==> src/rtl/adc_sport_pkg.sv <==
package adc_sport_pkg;

  typedef enum logic [1:0] {
    ST_IDLE = 2'd0,
    ST_CONV = 2'd1,
    ST_READ = 2'd2
  } portState_t;

  // Strobes from control to datapath
  typedef struct packed {
    logic load;     // capture core result
    logic shift;    // advance to next bit
    logic drvEn;    // enable the data line
    logic drvData;  // drive shift register MSB instead of constant low
  } dpCtrl_t;

endpackage

==> src/rtl/sport_sync.sv <==
module sport_sync #(
  parameter int WIDTH = 3,
  parameter int STAGES = 2,
  parameter logic [WIDTH-1:0] RISE_MASK = '1
) (
  input  logic             clk,
  input  logic             rstN,
  input  logic [WIDTH-1:0] asyncIn,
  output logic [WIDTH-1:0] levelOut,
  output logic [WIDTH-1:0] edgeOut
);

  localparam int LAST = STAGES - 1;

  logic [STAGES-1:0][WIDTH-1:0] chainQ;
  logic [WIDTH-1:0] prevQ;

  always_ff @(posedge clk or negedge rstN) begin
    if (!rstN) begin
      chainQ <= '0;
      prevQ  <= '0;
    end else begin
      chainQ <= {chainQ[STAGES-2:0], asyncIn};
      prevQ  <= chainQ[LAST];
    end
  end

  assign levelOut = chainQ[LAST];

  for (genvar i = 0; i < WIDTH; i++) begin : g_edge
    if (RISE_MASK[i]) begin : g_rise
      assign edgeOut[i] = chainQ[LAST][i] & ~prevQ[i];
    end else begin : g_fall
      assign edgeOut[i] = ~chainQ[LAST][i] & prevQ[i];
    end
  end

endmodule

==> src/rtl/sport_ctrl.sv <==
module sport_ctrl
  import adc_sport_pkg::*;
#(
  parameter int DATA_W = 14,
  parameter int MIN_CONV_CYCLES = 20
) (
  input  logic    clk,
  input  logic    rstN,
  input  logic    cnvS,
  input  logic    cnvRise,
  input  logic    sdiS,
  input  logic    sdiRise,
  input  logic    sckFall,
  input  logic    coreDone,
  output logic    coreStart,
  output dpCtrl_t dpCtrl
);

  localparam int CNT_W = $clog2(MIN_CONV_CYCLES + 1);
  localparam int BIT_W = $clog2(DATA_W + 1);
  localparam logic [CNT_W-1:0] CNT_MAX = CNT_W'(MIN_CONV_CYCLES);
  localparam logic [BIT_W-1:0] BIT_LAST = BIT_W'(DATA_W);

  portState_t       state;
  logic [CNT_W-1:0] convCnt;
  logic [BIT_W-1:0] bitCnt;
  logic             busyOk;
  logic             startCond;
  logic             lateSdi;
  logic             readExit;

  assign startCond = (state == ST_IDLE) && cnvRise && sdiS;
  assign lateSdi   = sdiS && (convCnt == CNT_MAX);
  assign readExit  = !cnvS || sdiRise;
  assign coreStart = startCond;

  always_ff @(posedge clk or negedge rstN) begin
    if (!rstN) begin
      state   <= ST_IDLE;
      convCnt <= '0;
      bitCnt  <= '0;
      busyOk  <= 1'b0;
    end else begin
      unique case (state)
        ST_IDLE: begin
          if (startCond) begin
            state   <= ST_CONV;
            convCnt <= '0;
            busyOk  <= 1'b1;
          end
        end
        ST_CONV: begin
          if (!cnvS) begin
            state <= ST_IDLE;
          end else if (coreDone) begin
            if (busyOk && !lateSdi) begin
              state  <= ST_READ;
              bitCnt <= '0;
            end else begin
              state <= ST_IDLE;
            end
          end else begin
            if (lateSdi) busyOk <= 1'b0;
            if (convCnt != CNT_MAX) convCnt <= convCnt + 1'b1;
          end
        end
        ST_READ: begin
          if (readExit) begin
            state <= ST_IDLE;
          end else if (sckFall) begin
            if (bitCnt == BIT_LAST) state <= ST_IDLE;
            else bitCnt <= bitCnt + 1'b1;
          end
        end
        default: state <= ST_IDLE;
      endcase
    end
  end

  always_comb begin
    dpCtrl = '0;
    dpCtrl.load = (state == ST_CONV) && coreDone;
    dpCtrl.shift = (state == ST_READ) && !readExit && sckFall && (bitCnt != BIT_LAST);
    unique case (state)
      ST_IDLE: dpCtrl.drvEn = !cnvS && !sdiS;
      ST_READ: begin
        dpCtrl.drvEn   = 1'b1;
        dpCtrl.drvData = 1'b1;
      end
      default: dpCtrl.drvEn = 1'b0;
    endcase
  end

  AST_START_HIZ: assert property (@(posedge clk) disable iff (!rstN)
    (state == ST_IDLE && cnvRise && sdiS) |=> (state == ST_CONV && !dpCtrl.drvEn));
  AST_NO_START_SDI_LOW: assert property (@(posedge clk) disable iff (!rstN)
    (state == ST_IDLE && cnvRise && !sdiS) |=> (state == ST_IDLE));
  AST_BUSY_HANDOFF: assert property (@(posedge clk) disable iff (!rstN)
    (state == ST_CONV && cnvS && coreDone && busyOk && !sdiS) |=> (state == ST_READ && bitCnt == '0));
  AST_LATE_SDI_DROP: assert property (@(posedge clk) disable iff (!rstN)
    (state == ST_CONV && cnvS && coreDone && !busyOk) |=> (state == ST_IDLE));
  AST_CNV_ABORT: assert property (@(posedge clk) disable iff (!rstN)
    (state != ST_IDLE && !cnvS) |=> (state == ST_IDLE));
  AST_SDI_END_READ: assert property (@(posedge clk) disable iff (!rstN)
    (state == ST_READ && sdiRise) |=> (state == ST_IDLE));
  AST_NO_OVERFLOW: assert property (@(posedge clk) disable iff (!rstN)
    bitCnt <= BIT_LAST);

endmodule

==> src/rtl/sport_datapath.sv <==
module sport_datapath
  import adc_sport_pkg::*;
#(
  parameter int DATA_W = 14
) (
  input  logic              clk,
  input  logic              rstN,
  input  dpCtrl_t           dpCtrl,
  input  logic [DATA_W-1:0] coreResult,
  output logic              sdoOut,
  output logic              sdoEn
);

  localparam int SR_W = DATA_W + 1;

  // MSB slot starts at 0 so the busy low comes out of the same register
  logic [SR_W-1:0] shiftQ;

  always_ff @(posedge clk or negedge rstN) begin
    if (!rstN) begin
      shiftQ <= '0;
    end else if (dpCtrl.load) begin
      shiftQ <= {1'b0, coreResult};
    end else if (dpCtrl.shift) begin
      shiftQ <= {shiftQ[SR_W-2:0], 1'b0};
    end
  end

  assign sdoOut = dpCtrl.drvData & shiftQ[SR_W-1];
  assign sdoEn  = dpCtrl.drvEn;

  AST_DATA_NEEDS_EN: assert property (@(posedge clk) disable iff (!rstN)
    dpCtrl.drvData |-> dpCtrl.drvEn);
  AST_LOAD_SHIFT_EXCL: assert property (@(posedge clk) disable iff (!rstN)
    !(dpCtrl.load && dpCtrl.shift));
  AST_SHIFT_HOLD: assert property (@(posedge clk) disable iff (!rstN)
    (!dpCtrl.load && !dpCtrl.shift) |=> $stable(shiftQ));

endmodule

==> src/rtl/adc_serial_port.sv <==
module adc_serial_port
  import adc_sport_pkg::*;
#(
  parameter int DATA_W = 14,
  parameter int MIN_CONV_CYCLES = 20,
  parameter int SYNC_STAGES = 2
) (
  input  logic              clk,
  input  logic              rstN,
  input  logic              cnvPin,
  input  logic              sdiPin,
  input  logic              sckPin,
  input  logic              coreDone,
  input  logic [DATA_W-1:0] coreResult,
  output logic              coreStart,
  output logic              sdoEn,
  output logic              sdoOut
);

  // bit 0 convert (rise), bit 1 select (rise), bit 2 serial clock (fall)
  localparam logic [2:0] EDGE_RISE = 3'b011;

  logic [2:0] pinLevel;
  logic [2:0] pinEdge;
  dpCtrl_t    dpCtrl;

  sport_sync #(
    .WIDTH    (3),
    .STAGES   (SYNC_STAGES),
    .RISE_MASK(EDGE_RISE)
  ) u_sync (
    .clk     (clk),
    .rstN    (rstN),
    .asyncIn ({sckPin, sdiPin, cnvPin}),
    .levelOut(pinLevel),
    .edgeOut (pinEdge)
  );

  sport_ctrl #(
    .DATA_W         (DATA_W),
    .MIN_CONV_CYCLES(MIN_CONV_CYCLES)
  ) u_ctrl (
    .clk      (clk),
    .rstN     (rstN),
    .cnvS     (pinLevel[0]),
    .cnvRise  (pinEdge[0]),
    .sdiS     (pinLevel[1]),
    .sdiRise  (pinEdge[1]),
    .sckFall  (pinEdge[2]),
    .coreDone (coreDone),
    .coreStart(coreStart),
    .dpCtrl   (dpCtrl)
  );

  sport_datapath #(
    .DATA_W(DATA_W)
  ) u_dp (
    .clk       (clk),
    .rstN      (rstN),
    .dpCtrl    (dpCtrl),
    .coreResult(coreResult),
    .sdoOut    (sdoOut),
    .sdoEn     (sdoEn)
  );

endmodule

==> config.mk <==
export PLATFORM = sky130hd
export DESIGN_NAME = adc_serial_port
export DESIGN_NICKNAME = d
export VERILOG_FILES = /design/src/rtl/adc_sport_pkg.sv /design/src/rtl/sport_sync.sv /design/src/rtl/sport_ctrl.sv /design/src/rtl/sport_datapath.sv /design/src/rtl/adc_serial_port.sv
export SDC_FILE = /design/constraint.sdc
export NUM_CORES = 1
export LEC_CHECK = 0
export ABC_AREA = 0
export BUFFER_PORTS_ARGS = -buffer_cell sky130_fd_sc_hd__buf_2
export CORE_MARGIN = 2
export CORE_UTILIZATION = 60
export DETAILED_ROUTE_END_ITERATION = 8
export GPL_ROUTABILITY_DRIVEN = 0
export PLACE_DENSITY = 0.83
export SYNTH_ARGS = -nofsm -noshare
export SYNTH_HDL_FRONTEND = slang
export SYNTH_SLANG_ARGS = --single-unit
==> constraint.sdc <==
create_clock -name clk -period 4.2 [get_ports clk]
set_input_delay 0.42 -clock clk [delete_from_list [all_inputs] [get_ports clk]]
set_output_delay 0.42 -clock clk [all_outputs]
set_load 0.01 [all_outputs]
After elaboration in Yosys (flattened, before gate mapping)
Cells that the tools add are included.
{"block": "totals", "input_bits": 20, "ff_bits": 36, "out_inout_bits": 3}
{"block": "op_classes", "add_sub_neg": 2, "bitwise_logic": 7, "mux": 29, "n_reduce_logical": 22, "eq_ne": 19}
{"operator": "2-to-1 mux 15 bit", "n": 2}
{"operator": "2-to-1 mux 4 bit", "n": 6}
{"operator": "2-to-1 mux 5 bit", "n": 4}
{"operator": "2-to-1 mux 2 bit", "n": 7}
{"operator": "inequality test 2 bit, second input constant", "n": 6}
{"operator": "one-hot mux 5 bit (2 select lines)", "n": 1}
{"operator": "AND reduction 5 bit", "n": 2}
{"operator": "logical AND 1 bit", "n": 9}
{"operator": "inequality test 2 x 1 -> 1 bit, second input constant", "n": 4}
{"operator": "one-hot mux 4 bit (2 select lines)", "n": 1}
{"operator": "AND reduction 7 bit", "n": 1}
{"operator": "inequality test 3 x 1 -> 1 bit, second input constant", "n": 2}
{"operator": "one-hot mux 2 bit (3 select lines)", "n": 1}
{"operator": "nonzero test 2 bit", "n": 3}
{"operator": "adder 5 x 1 -> 5 bit, second input constant", "n": 1}
{"operator": "equality test 5 bit, second input constant", "n": 1}
{"operator": "2-to-1 mux 1 bit", "n": 5}
{"operator": "inequality test 5 bit, second input constant", "n": 1}
{"operator": "adder 4 x 1 -> 4 bit, second input constant", "n": 1}
{"operator": "AND 1 bit", "n": 4}
{"operator": "equality test 4 bit, second input constant", "n": 1}
{"operator": "logical NOT 1 bit", "n": 4}
{"operator": "inequality test 4 bit, second input constant", "n": 1}
{"operator": "one-hot mux 1 bit (2 select lines)", "n": 2}
{"operator": "other kinds (7)", "n": 9}

Longest topological paths before layout
Gate-level depths: netlist of run 1.
{"block": "depth", "word_depth": 9, "ltp_mapped": 8, "mapped_depth_nobuf": 7}

By module
Synthesis of run 1 repeated with hierarchy kept, for this count alone.
{"block": "unflattened", "hier_cells": 159, "hier_area_um2": 1793.0}
{"module": "sport_ctrl", "cells_each": 78, "instances": 1, "area_each_um2": 790.8}
{"module": "sport_datapath", "cells_each": 66, "instances": 1, "area_each_um2": 713.2}
{"module": "sport_sync", "cells_each": 15, "instances": 1, "area_each_um2": 289.0}

Least setup slack after synthesis of run 1
OpenSTA, ideal clock, no wires.
{"block": "synth_timing", "path_type": "flip-flop to flip-flop", "startpoint": "register u_ctrl.convCnt[0]", "endpoint": "register u_ctrl.bitCnt[0]", "path_buffers": 1, "t_arrival_ns": 1.564, "path_slack_ns": 2.511, "stages_incl_launch_ff": 9, "path_cell_list": "dfrtp_1 > inv_1 > ha_1 > and4b_1 > and2_4 > buf_6 > a21o_1 > nand2b_4 > mux2_4"}
{"block": "synth_via", "elab_chain_len": 6}
{"element": "from (decl)", "line_no": "sport_ctrl.sv:25", "rtl": "logic [CNT_W-1:0] convCnt;"}
{"element": "from (signal assigned)", "line_no": "sport_ctrl.sv:64", "rtl": "if (convCnt != CNT_MAX) convCnt <= convCnt + 1'b1;"}
{"element": "equality test 5 bit", "line_no": "sport_ctrl.sv:33", "rtl": "assign lateSdi = sdiS && (convCnt == CNT_MAX);"}
{"element": "logical AND 1 bit", "line_no": "sport_ctrl.sv:33"}
{"element": "logical NOT 1 bit", "line_no": "sport_ctrl.sv:56", "rtl": "if (busyOk && !lateSdi) begin"}
{"element": "logical AND 1 bit", "line_no": "sport_ctrl.sv:56"}
{"element": "inequality test 2 x 1 -> 1 bit (no source line)"}
{"element": "AND reduction 7 bit (no source line)"}
{"element": "to (signal assigned)", "line_no": "sport_ctrl.sv:72", "rtl": "else bitCnt <= bitCnt + 1'b1;"}
{"element": "to (decl)", "line_no": "sport_ctrl.sv:26", "rtl": "logic [BIT_W-1:0] bitCnt;"}
Every way passes these cells.
A chain may end at the register's enable or synchronous reset.

Worst setup path after layout of run 1
{"block": "layout_timing", "startpoint": "register u_sync.chainQ (netlist bit u_sync.levelOut[0])", "endpoint": "output port coreStart"}
{"block": "layout_via", "elab_chain_len": 3}
{"element": "from (decl)", "line_no": "sport_sync.sv:15", "rtl": "logic [STAGES-1:0][WIDTH-1:0] chainQ;"}
{"element": "from (signal assigned)", "line_no": "sport_sync.sv:23", "rtl": "chainQ <= {chainQ[STAGES-2:0], asyncIn};"}
{"element": "AND 1 bit", "line_no": "sport_sync.sv:32", "rtl": "assign edgeOut[i] = chainQ[LAST][i] & ~prevQ[i];"}
{"element": "logical AND 1 bit (2 in series)", "line_no": "sport_ctrl.sv:32", "rtl": "assign startCond = (state == ST_IDLE) && cnvRise && sdiS;"}
{"element": "to (decl)", "line_no": "adc_serial_port.sv:15", "rtl": "output logic coreStart,"}
Every way passes these cells.

==> results of run 1 <==
[synth_stat cells]
master	count	area share, %
inv_1	4	0.90
and4b_1	1	0.60
dfrtp_1	36	54
nor2b_2	1	0.53
nand4_1	1	0.38
nor2_4	1	0.68
a22o_1	2	1.1
nor2_1	20	4.5
clkbuf_1	1	0.22
nor3b_1	2	0.90
nand3_4	1	1.1
nor2b_1	2	0.75
buf_6	1	0.68
ha_1	4	3.0
o211ai_1	1	0.45
nand3_1	6	1.8
o21ai_4	1	0.98
buf_2	2	0.60
mux2i_1	4	2.4
nand2b_4	1	0.83
o21a_1	1	0.45
and2_1	2	0.75
buf_4	2	0.90
nor3_1	3	0.90
a21o_1	3	1.4
mux2_4	1	0.90
nand3b_1	2	0.90
and2_4	1	0.53
o21ai_0	9	2.7
nand2_1	27	6.1
nor4_1	1	0.38
xnor2_1	4	2.1
and2b_2	1	0.53
nand2b_1	4	1.5
a31oi_1	10	3.8
[metal layers]
| layer | vias up | wire, um |
|---|---|---|
| li1 | 597 | - |
| met4 | 0 | 63 |
| met2 | 28 | 1440 |
| met1 | 571 | 1315 |
| met3 | 8 | 129 |
| met5 | - | 0 |
[registers in the layout, summed over array words and instances (netlist names)]
register         cells
u_sync.prevQ         3
u_ctrl.bitCnt        4
u_dp.shiftQ         15
u_sync.levelOut      3
u_ctrl.convCnt       5
u_ctrl.state         2
u_ctrl.busyOk        1
u_sync.chainQ        3
[worst max-delay path, cell delays in order (launching register included)]
cell     delay, ns
dfrtp_1       0.52
nand2_1       0.11
nor4_1        0.58
buf_2         0.25
[cells by family after synthesis]
family	synth area share [%]
muxes	3.301
adders and majority gates	3.001
and+or+nand+nor	23.56
DFF	54.01
buffers and inverters	3.300
xor gates and xnor gates	2.100
AOI/OAI and AO/OA	10.73
[power breakdown]
group          switching [mW]  leakage, nW  internal [mW]
logic                  0.0625        0.373         0.0544
registers              0.0388        0.435          0.407
clock network           0.116       0.0654          0.245
total                   0.218        0.873          0.706
[final cells by class]
type / count / share of cell area [%]
Inverter: 4 / 0.7884
Clock buffer: 5 / 1.971
Multi-Input combinational cell: 117 / 37.38
Clock inverter: 3 / 4.731
Timing Repair Buffer: 22 / 5.782
Tap cell: 31 / 2.037
Sequential cell: 36 / 47.31
[placed cells by master (no fill, tap or decap), drive strengths merged, types with 2 or more instances in the layout]
cell    instances
dfrtp          36
nand2          27
buf            22
nor2           21
a31oi          10
o21ai          10
nand3           7
clkbuf          5
nand2b          5
inv             4
xnor2           4
mux2i           4
ha              4
nor3            3
a21o            3
bufinv          3
and2            3
nor2b           3
nor3b           2
a22o            2
nand3b          2
[per-stage QoR]
stage	std cells	hold slack [ns]	util (%)	cell area (um^2)	power, mW
3_3_place_gp	210	0.3344	66.14	1777	0.5593
6_report	218	0.1308	70.89	1904	0.9240
4_1_cts	218	0.1593	70.89	1904	0.9303
2_1_floorplan	163	0.1244	-	1668	0.5275
3_5_place_dp	210	0.3358	66.14	1777	0.5686
5_1_grt	218	0.1447	70.89	1904	0.9690
[worst max-delay path by stage]
stage          cells after the start  slack (ns)                to                from
4_1_cts                            3        1.96         coreStart  u_sync.levelOut[0]
3_3_place_gp                       7        2.37  u_ctrl.bitCnt[0]    u_ctrl.bitCnt[0]
2_1_floorplan                      8        2.51  u_ctrl.bitCnt[0]   u_ctrl.convCnt[0]
5_1_grt                            3        1.73         coreStart  u_sync.levelOut[0]
3_5_place_dp                       7        2.28  u_ctrl.bitCnt[0]    u_ctrl.bitCnt[0]
6_report                           3        1.98         coreStart  u_sync.levelOut[0]
==> impl_metrics.env, run 1 <==
export IMPL_post_cts_resized=0
export IMPL_drt_total_wl_um=2948
export IMPL_dieWidth_um=56.73
export IMPL_cts_setup_buffers=0
export IMPL_clock_sinks=36
export IMPL_initialDrtViolationCount=47
export IMPL_syn_to_final_growth_pct=14.18
export IMPL_cts_hold_buf=0
export IMPL_avgRoutedWirePerCell_um=13.52
export IMPL_ys_seq_elements=36
export IMPL_hpwl_um=2086
export IMPL_relSlewSlack_pct=49.60
export IMPL_vias=1204
export IMPL_arrival_ns=1.80
export IMPL_r2r_end="u_ctrl.bitCnt[0]"
export IMPL_viasPerCell=5.523
export IMPL_ys_seq_area_share_pct=54.01
export IMPL_die_h_um=56.73
export IMPL_layout_drive_gt1_share_pct=20.32
export IMPL_clkSlewWorstSetupHoldPaths_ns=0.11
export IMPL_setup_violations=0
export IMPL_antenna_cells=0
export IMPL_power_density_nw_per_um2=485.2
export IMPL_setup_tns_final_ns=0
export IMPL_die_area_um2=3218
export IMPL_fin_crit_sh_pct=52.89
export IMPL_multiInputGateArea_um2=711.9
export IMPL_peakVddDrop_mv=0.4074
export IMPL_rsz0062_at_grt="no"
export IMPL_seqCellArea_um2=900.9
export IMPL_synth_cell_type_count=35
export IMPL_cts_max_level=2
export IMPL_leakagePower_nw=0.8734
export IMPL_finClkSkew_ns=0.003933
export IMPL_ant_nets=0
export IMPL_grt_total_usage_pct=20.35
export IMPL_start_kind="flop"
export IMPL_dr_pass1_iters=4
export IMPL_final_min_clock_period_ns=2.221
export IMPL_drc=0
export IMPL_yosysWarningCount=0
export IMPL_grtUsageMet3_pct=6.452
export IMPL_dp_slack_ns=2.276
export IMPL_status="finished clean"
export IMPL_synthesis_area_um2=1668
export IMPL_io_buffers=22
export IMPL_worst_slack_ns=1.979
export IMPL_synth_cells=163
export IMPL_io_pins=23
export IMPL_grt_max_degree=37
export IMPL_grt_pass1_wl_um=4912
export IMPL_grt_pass1_vias=1131
export IMPL_critPathKind="reg2out"
export IMPL_maxSlewViolCount=0
export IMPL_cts_root_buf="clkbuf_4"
export IMPL_initial_core_util_pct=62.09
export IMPL_tightest_slew_ns=0.7490
export IMPL_max_freq_ghz=0.4502
export IMPL_end_kind="output port"
export IMPL_grt_busiest_layer="met2"
export IMPL_numCtsBuffers=5
export IMPL_r2r_slack_ns=2.24
export IMPL_clk_latency_ns=0.34
export IMPL_gr_usage_met2_pct=31.06
export IMPL_clockBufferDepth=2
export IMPL_overflow=0
export IMPL_critPathRequiredTime_ns=3.78
export IMPL_synthesis_nets=187
export IMPL_r2r_start="u_ctrl.bitCnt[0]"
export IMPL_grtUsageMet1_pct=27.06
export IMPL_avgSynthCellArea_um2=10.23
export IMPL_hold_viol=0
export IMPL_coreArea_um2=2686
export IMPL_maxCapViolCount=0
export IMPL_hp_class="in2async"
export IMPL_floorplan_rows=19
export IMPL_n_fill_cell=208
export IMPL_worstPathMaxFanout=7
export IMPL_nNetsFinal=210
export IMPL_antenna_found_initial=0
export IMPL_reg2reg_depth=7
export IMPL_cts_tree="done"
Note: power is estimated with default switching activity, not from simulation.
==> run 2: changes to the inputs <==
CORE_UTILIZATION = 56   (was 60)
PLACE_DENSITY = 0.78   (was 0.83)
clock period = 2.1 ns   (was 4.2 ns; I/O delays follow)
==> run 2 against run 1 <==
  * Clock power is 33% higher
  * Global-route usage up 0.68 points
  * Largest power group unchanged
  * Sequential share of layout area is 0.46 points lower
  * Highest routed layer unchanged
  * Combinational power increased by 100%
  * First-iteration DRC count rose by 6.4%
  * Worst hold slack worse by 0.067 ns
==> impl_metrics.env, run 2 (synthesis gave the netlist of run 1 again) <==
export IMPL_clock_sinks=36
export IMPL_setup_tns_final_ns=0
export IMPL_fin_crit_sh_pct=82.82
export IMPL_io_buffers=22
export IMPL_clkSlewWorstSetupHoldPaths_ns=0.11
export IMPL_die_area_um2=3431
export IMPL_n_fill_cell=221
export IMPL_nNetsFinal=218
export IMPL_pwr_share_seq_pct=55.3
export IMPL_cts_max_level=2
export IMPL_final_min_clock_period_ns=1.739
export IMPL_post_cts_resized=0
export IMPL_io_pins=23
export IMPL_finClkSkew_ns=0.005460
export IMPL_reg2reg_depth=8
export IMPL_start_kind="flop"
export IMPL_vias=1236
export IMPL_r2r_slack_ns=0.36
export IMPL_mostFrequentLayoutCell="dfrtp_1"
export IMPL_critPathRequiredTime_ns=2.37
export IMPL_layout_drive_gt1_share_pct=21.03
export IMPL_drc=0
export IMPL_hold_viol=0
export IMPL_top_regs="u_dp.shiftQ: 15 flops, u_ctrl.convCnt: 5 flops, u_ctrl.bitCnt: 4 flops"
export IMPL_pwr_share_clk_pct=29.9
export IMPL_dr_pass1_iters=4
export IMPL_avgRoutedWirePerCell_um=13.53
export IMPL_fin_hold_ws_ns=0.06370
export IMPL_critPathKind="reg2reg"
export IMPL_relSlewSlack_pct=48.17
export IMPL_cts_setup_buffers=0
export IMPL_clockBufferDepth=2
export IMPL_cts_hold_buf=4
export IMPL_ant_nets=0
export IMPL_largest_reg_flops=15
export IMPL_power_switching_uw=431.0
export IMPL_min_delay_start="coreResult[2]"
export IMPL_initialDrtViolationCount=50
export IMPL_clk_latency_ns=0.34
export IMPL_final_cells=226
export IMPL_tightest_slew_ns=0.7775
export IMPL_leakagePower_nw=0.8872
export IMPL_final_cell_mix="dfrtp_1, nand2_1, buf_2, nor2_1, a31oi_1"
export IMPL_pwr_share_comb_pct=14.8
export IMPL_maxCapViolCount=0
export IMPL_peakVddDrop_mv=0.7354
export IMPL_numCtsBuffers=5
export IMPL_grt_total_usage_pct=21.04
export IMPL_floorplan_rows=19
export IMPL_max_freq_ghz=0.5750
export IMPL_viasPerCell=5.469
export IMPL_cts_root_buf="clkbuf_4"
export IMPL_power_share_switching_pct=26.75
export IMPL_syn_to_final_growth_pct=15.30
export IMPL_min_path_cells=3
export IMPL_overflow=0
export IMPL_status="finished clean"
export IMPL_end_kind="flop"
export IMPL_worstPathMaxFanout=20
export IMPL_coreArea_um2=2781
export IMPL_grt_pass1_vias=1214
export IMPL_r2r_end="u_dp.shiftQ[6]"
export IMPL_rsz0062_at_grt="no"
export IMPL_cts_tree="done"
export IMPL_setup_violations=0
export IMPL_initial_core_util_pct=59.96
export IMPL_hpwl_um=2162
export IMPL_dieWidth_um=58.58
export IMPL_dp_cells=214
export IMPL_min_delay_worst_endpoint="u_dp.shiftQ[2]"
export IMPL_antenna_found_initial=0
export IMPL_power_density_nw_per_um2=837.8
export IMPL_grt_pass1_wl_um=5292
export IMPL_p_int_mw=1.180
export IMPL_grt_max_degree=37
export IMPL_antenna_cells=0
export IMPL_drt_total_wl_um=3058
export IMPL_arrival_ns=2.00
export IMPL_r2r_start="u_ctrl.bitCnt[0]"
export IMPL_max_flop_register="u_dp.shiftQ"
export IMPL_maxSlewViolCount=0
export IMPL_hp_class="in2reg"
export IMPL_die_h_um=58.58
## run 2: cell types whose count changed in the layout (fill, tap and decap cells not counted), sizes merged
cell         previous run  this run
clkinv                  0         1
buf                    22        26
dlygate4sd3             0         4
bufinv                  3         1
clkbuf                  5         6
## run 2: worst max path at each step
stage / slack [ns] / endpoint / start / cells past startpoint
final: 0.36 / u_dp.shiftQ[6] / u_ctrl.bitCnt[0] / 8
after global placement: 0.47 / u_ctrl.bitCnt[0] / u_ctrl.convCnt[0] / 7
after floorplan: 0.41 / u_ctrl.bitCnt[0] / u_ctrl.convCnt[0] / 8
after CTS: 0.38 / u_dp.shiftQ[3] / u_ctrl.bitCnt[0] / 8
after global routing: 0.22 / u_dp.shiftQ[7] / u_ctrl.bitCnt[0] / 8
after detailed placement: 0.41 / u_ctrl.bitCnt[0] / u_ctrl.convCnt[0] / 7
## run 2: metrics by stage
stage	area (um^2)	util [%]	power, mW	worst slack [ns]
2_1_floorplan	1668	-	1.055	0.4107
3_3_place_gp	1807	64.96	1.122	0.4671
4_1_cts	1923	69.14	1.625	0.3811
3_5_place_dp	1807	64.96	1.140	0.4102
5_1_grt	1923	69.14	1.711	0.2244
6_report	1923	69.14	1.611	0.3607
## run 2: layout make-up
cell class | count | area, um^2 | share of cell area [%]
clock buffer | 6 | 41.29 | 2.147
clock inverter | 2 | 35.03 | 1.822
inverter | 4 | 15.01 | 0.7807
multi-input combinational | 117 | 711.9 | 37.02
sequential | 36 | 900.9 | 46.84
tap | 31 | 38.79 | 2.017
timing repair buffer | 30 | 180.2 | 9.369
## run 2: power groups by stage
| stage | Combinational, mW | Sequential (mW) | Clock (mW) |
|---|---|---|---|
| 6_report | 0.239 | 0.890 | 0.482 |
| 5_1_grt | 0.281 | 0.907 | 0.523 |
| 4_1_cts | 0.242 | 0.891 | 0.491 |
| 3_5_place_dp | 0.235 | 0.905 | 0 |
| 3_3_place_gp | 0.223 | 0.899 | 0 |
| 2_1_floorplan | 0.173 | 0.882 | 0 |
## run 2: metal layers
metal	global-route usage, %	routed length [um]	share of wire [%]
met5	0	0	0
met2	34.19	1490	49
met3	6.154	131	4.3
met1	25.89	1381	45
met4	10.06	54	1.8
## run 2: critical path: stages, from the launching register on
cell and delay [ns]:
dfrtp_1 0.44, inv_1 0.06, ha_1 0.19, nand3_1 0.10, nand2b_1 0.18, o21ai_4 0.21
buf_4 0.25, nor2_1 0.07, a31oi_1 0.16
==> run 3: changes to the inputs <==
CORE_UTILIZATION = 50   (was 56)
PLACE_DENSITY = 0.74   (was 0.78)
clock period = 1.4 ns   (was 2.1 ns; I/O delays follow)
==> run 3 against run 2 <==
  * The run now ends with negative setup slack left
  * Clock skew grew 0.0052 ns
  * Sequential cell count unchanged
  * Die area rose by 11%
  * Critical path depth down 4
  * Total power rose by 56%
  * Highest routed layer unchanged
==> impl_metrics.env, run 3 (synthesis gave the netlist of run 1 again) <==
export IMPL_rsz0062_at_grt="yes"
export IMPL_min_delay_start="coreResult[0]"
export IMPL_vias=1477
export IMPL_grt_pass1_wl_um=6975
export IMPL_max_flop_register="u_dp.shiftQ"
export IMPL_drt_total_wl_um=4464
export IMPL_arrival_ns=1.53
export IMPL_status="complete, but fails checks"
export IMPL_dp_cells=248
export IMPL_finClkSkew_ns=0.01069
export IMPL_setup_violations=26
export IMPL_antenna_found_initial=0
export IMPL_mostFrequentLayoutCell="dfrtp_1"
export IMPL_initial_core_util_pct=53.75
export IMPL_final_cells=275
export IMPL_worstPathMaxFanout=4
export IMPL_layout_drive_gt1_share_pct=43.29
export IMPL_viasPerCell=5.371
export IMPL_die_area_um2=3814
export IMPL_worst_slack_ns=-0.2668
export IMPL_initialDrtViolationCount=96
export IMPL_io_pins=23
export IMPL_ant_nets=0
export IMPL_numCtsBuffers=5
export IMPL_relSlewSlack_pct=77.50
export IMPL_grt_total_usage_pct=25.76
export IMPL_cts_max_level=2
export IMPL_cts_root_buf="clkbuf_4"
export IMPL_grt_pass1_vias=1500
export IMPL_maxCapViolCount=0
export IMPL_top_regs="u_dp.shiftQ: 15 flops, u_ctrl.convCnt: 5 flops, u_ctrl.bitCnt: 4 flops"
export IMPL_critPathLaunch="u_sync.levelOut[1]"
export IMPL_nNetsFinal=254
export IMPL_grt_busiest_layer="met2"
export IMPL_antenna_cells=0
export IMPL_violations="negative setup slack"
export IMPL_peakVddDrop_mv=0.9259
export IMPL_largest_reg_flops=15
export IMPL_clk_latency_ns=0.35
export IMPL_finalInstanceArea_um2=2444
export IMPL_placed_area_um2=2028
export IMPL_dieWidth_um=61.76
export IMPL_coreArea_um2=3103
export IMPL_final_cell_mix="dfrtp_1, nand2_1, buf_4, buf_2, nor2_1"
export IMPL_crit_buf_inv=2
export IMPL_dr_pass1_iters=4
export IMPL_hp_class="in2reg"
export IMPL_die_h_um=61.76
export IMPL_critPathKind="reg2out"
export IMPL_path_cells="buf_6 -> nand2_1 -> nor4_2 -> buf_2"
export IMPL_max_freq_ghz=0.6000
export IMPL_hpwl_um=2401
export IMPL_dp_slack_ns=-0.2234
export IMPL_grtUsageMet3_pct=7.246
export IMPL_grt_max_degree=37
export IMPL_syn_to_final_growth_pct=46.51
export IMPL_clock_sinks=36
export IMPL_start_kind="flop"
export IMPL_floorplan_rows=20
export IMPL_power_density_nw_per_um2=1027
export IMPL_cp_top_family="flip-flops"
export IMPL_io_buffers=22
export IMPL_avgRoutedWirePerCell_um=16.23
export IMPL_final_min_clock_period_ns=1.667
export IMPL_fin_crit_sh_pct=119.1
export IMPL_leakagePower_nw=1.122
export IMPL_gr_usage_met2_pct=43.61
export IMPL_slowest_delay_ns=0.48
export IMPL_clockBufferDepth=2
export IMPL_hold_viol=0
export IMPL_end_kind="output port"
export IMPL_r2r_start="u_ctrl.convCnt[1]"
export IMPL_drc=0
export IMPL_maxSlewViolCount=0
export IMPL_cp_slowest_cell="dfrtp_1"
export IMPL_clkSlewWorstSetupHoldPaths_ns=0.11
export IMPL_cts_tree="done"
export IMPL_post_route_util_pct=78.75
export IMPL_critPathRequiredTime_ns=1.26
export IMPL_grtUsageMet1_pct=31.83
export IMPL_tightest_slew_ns=0.3347
export IMPL_overflow=0
run 3: metrics by stage:
| step | hold WS (ns) | total power, mW | TNS [ns] |
|---|---|---|---|
| floorplan | -0.1556 | 1.586 | -1.068 |
| global placement | 0.1125 | 1.739 | -1.028 |
| detailed placement | 0.1176 | 1.778 | -2.247 |
| CTS | 0.002406 | 2.406 | -2.922 |
| global route | 0.007048 | 2.630 | -4.896 |
| finish | 0.01320 | 2.510 | -3.377 |
run 3: timing repair:
item,CTS,global route
endpoints found under the setup margin,26,27
resized for setup,27,14
setup buffers,12,2
gates cloned,2,0
hold buffers,4,1
hold endpoints to repair,39,1
pin swaps,14,7
run 3: final timing paths:
path	to	slack (ns)	cells after the start
max	coreStart	-0.27	4
min	u_dp.shiftQ[0]	0.01	2
max reg2reg	u_ctrl.bitCnt[0]	-0.23	7
min reg2reg	u_sync.levelOut[1]	0.37	0
max in group asynchronous	u_ctrl.state[1]	0.94	3
min in group asynchronous	u_ctrl.bitCnt[2]	0.26	3
run 3: where the power goes:
group / switching (mW) / total, mW / internal (mW) / leakage [nW]
Clock: 0.364 / 0.557 / 0.193 / 0.0349
Sequential: 0.133 / 1.35 / 1.22 / 0.432
Combinational: 0.295 / 0.599 / 0.304 / 0.656
run 3: per-layer routing:
metal / share of wire [%] / vias up
met1: 41 / 729
met5: 0 / -
met3: 4.7 / 5
met2: 53 / 57
met4: 0.74 / 0
li1: - / 686
run 3: final cells by class:
class | count | area (um^2)
multi-input combinational | 117 | 850.8
clock buffer | 5 | 37.54
clock inverter | 3 | 18.77
fill | 194 | 659.4
sequential | 36 | 903.4
tap | 44 | 55.05
inverter | 4 | 15.01
timing repair buffer | 66 | 563.0
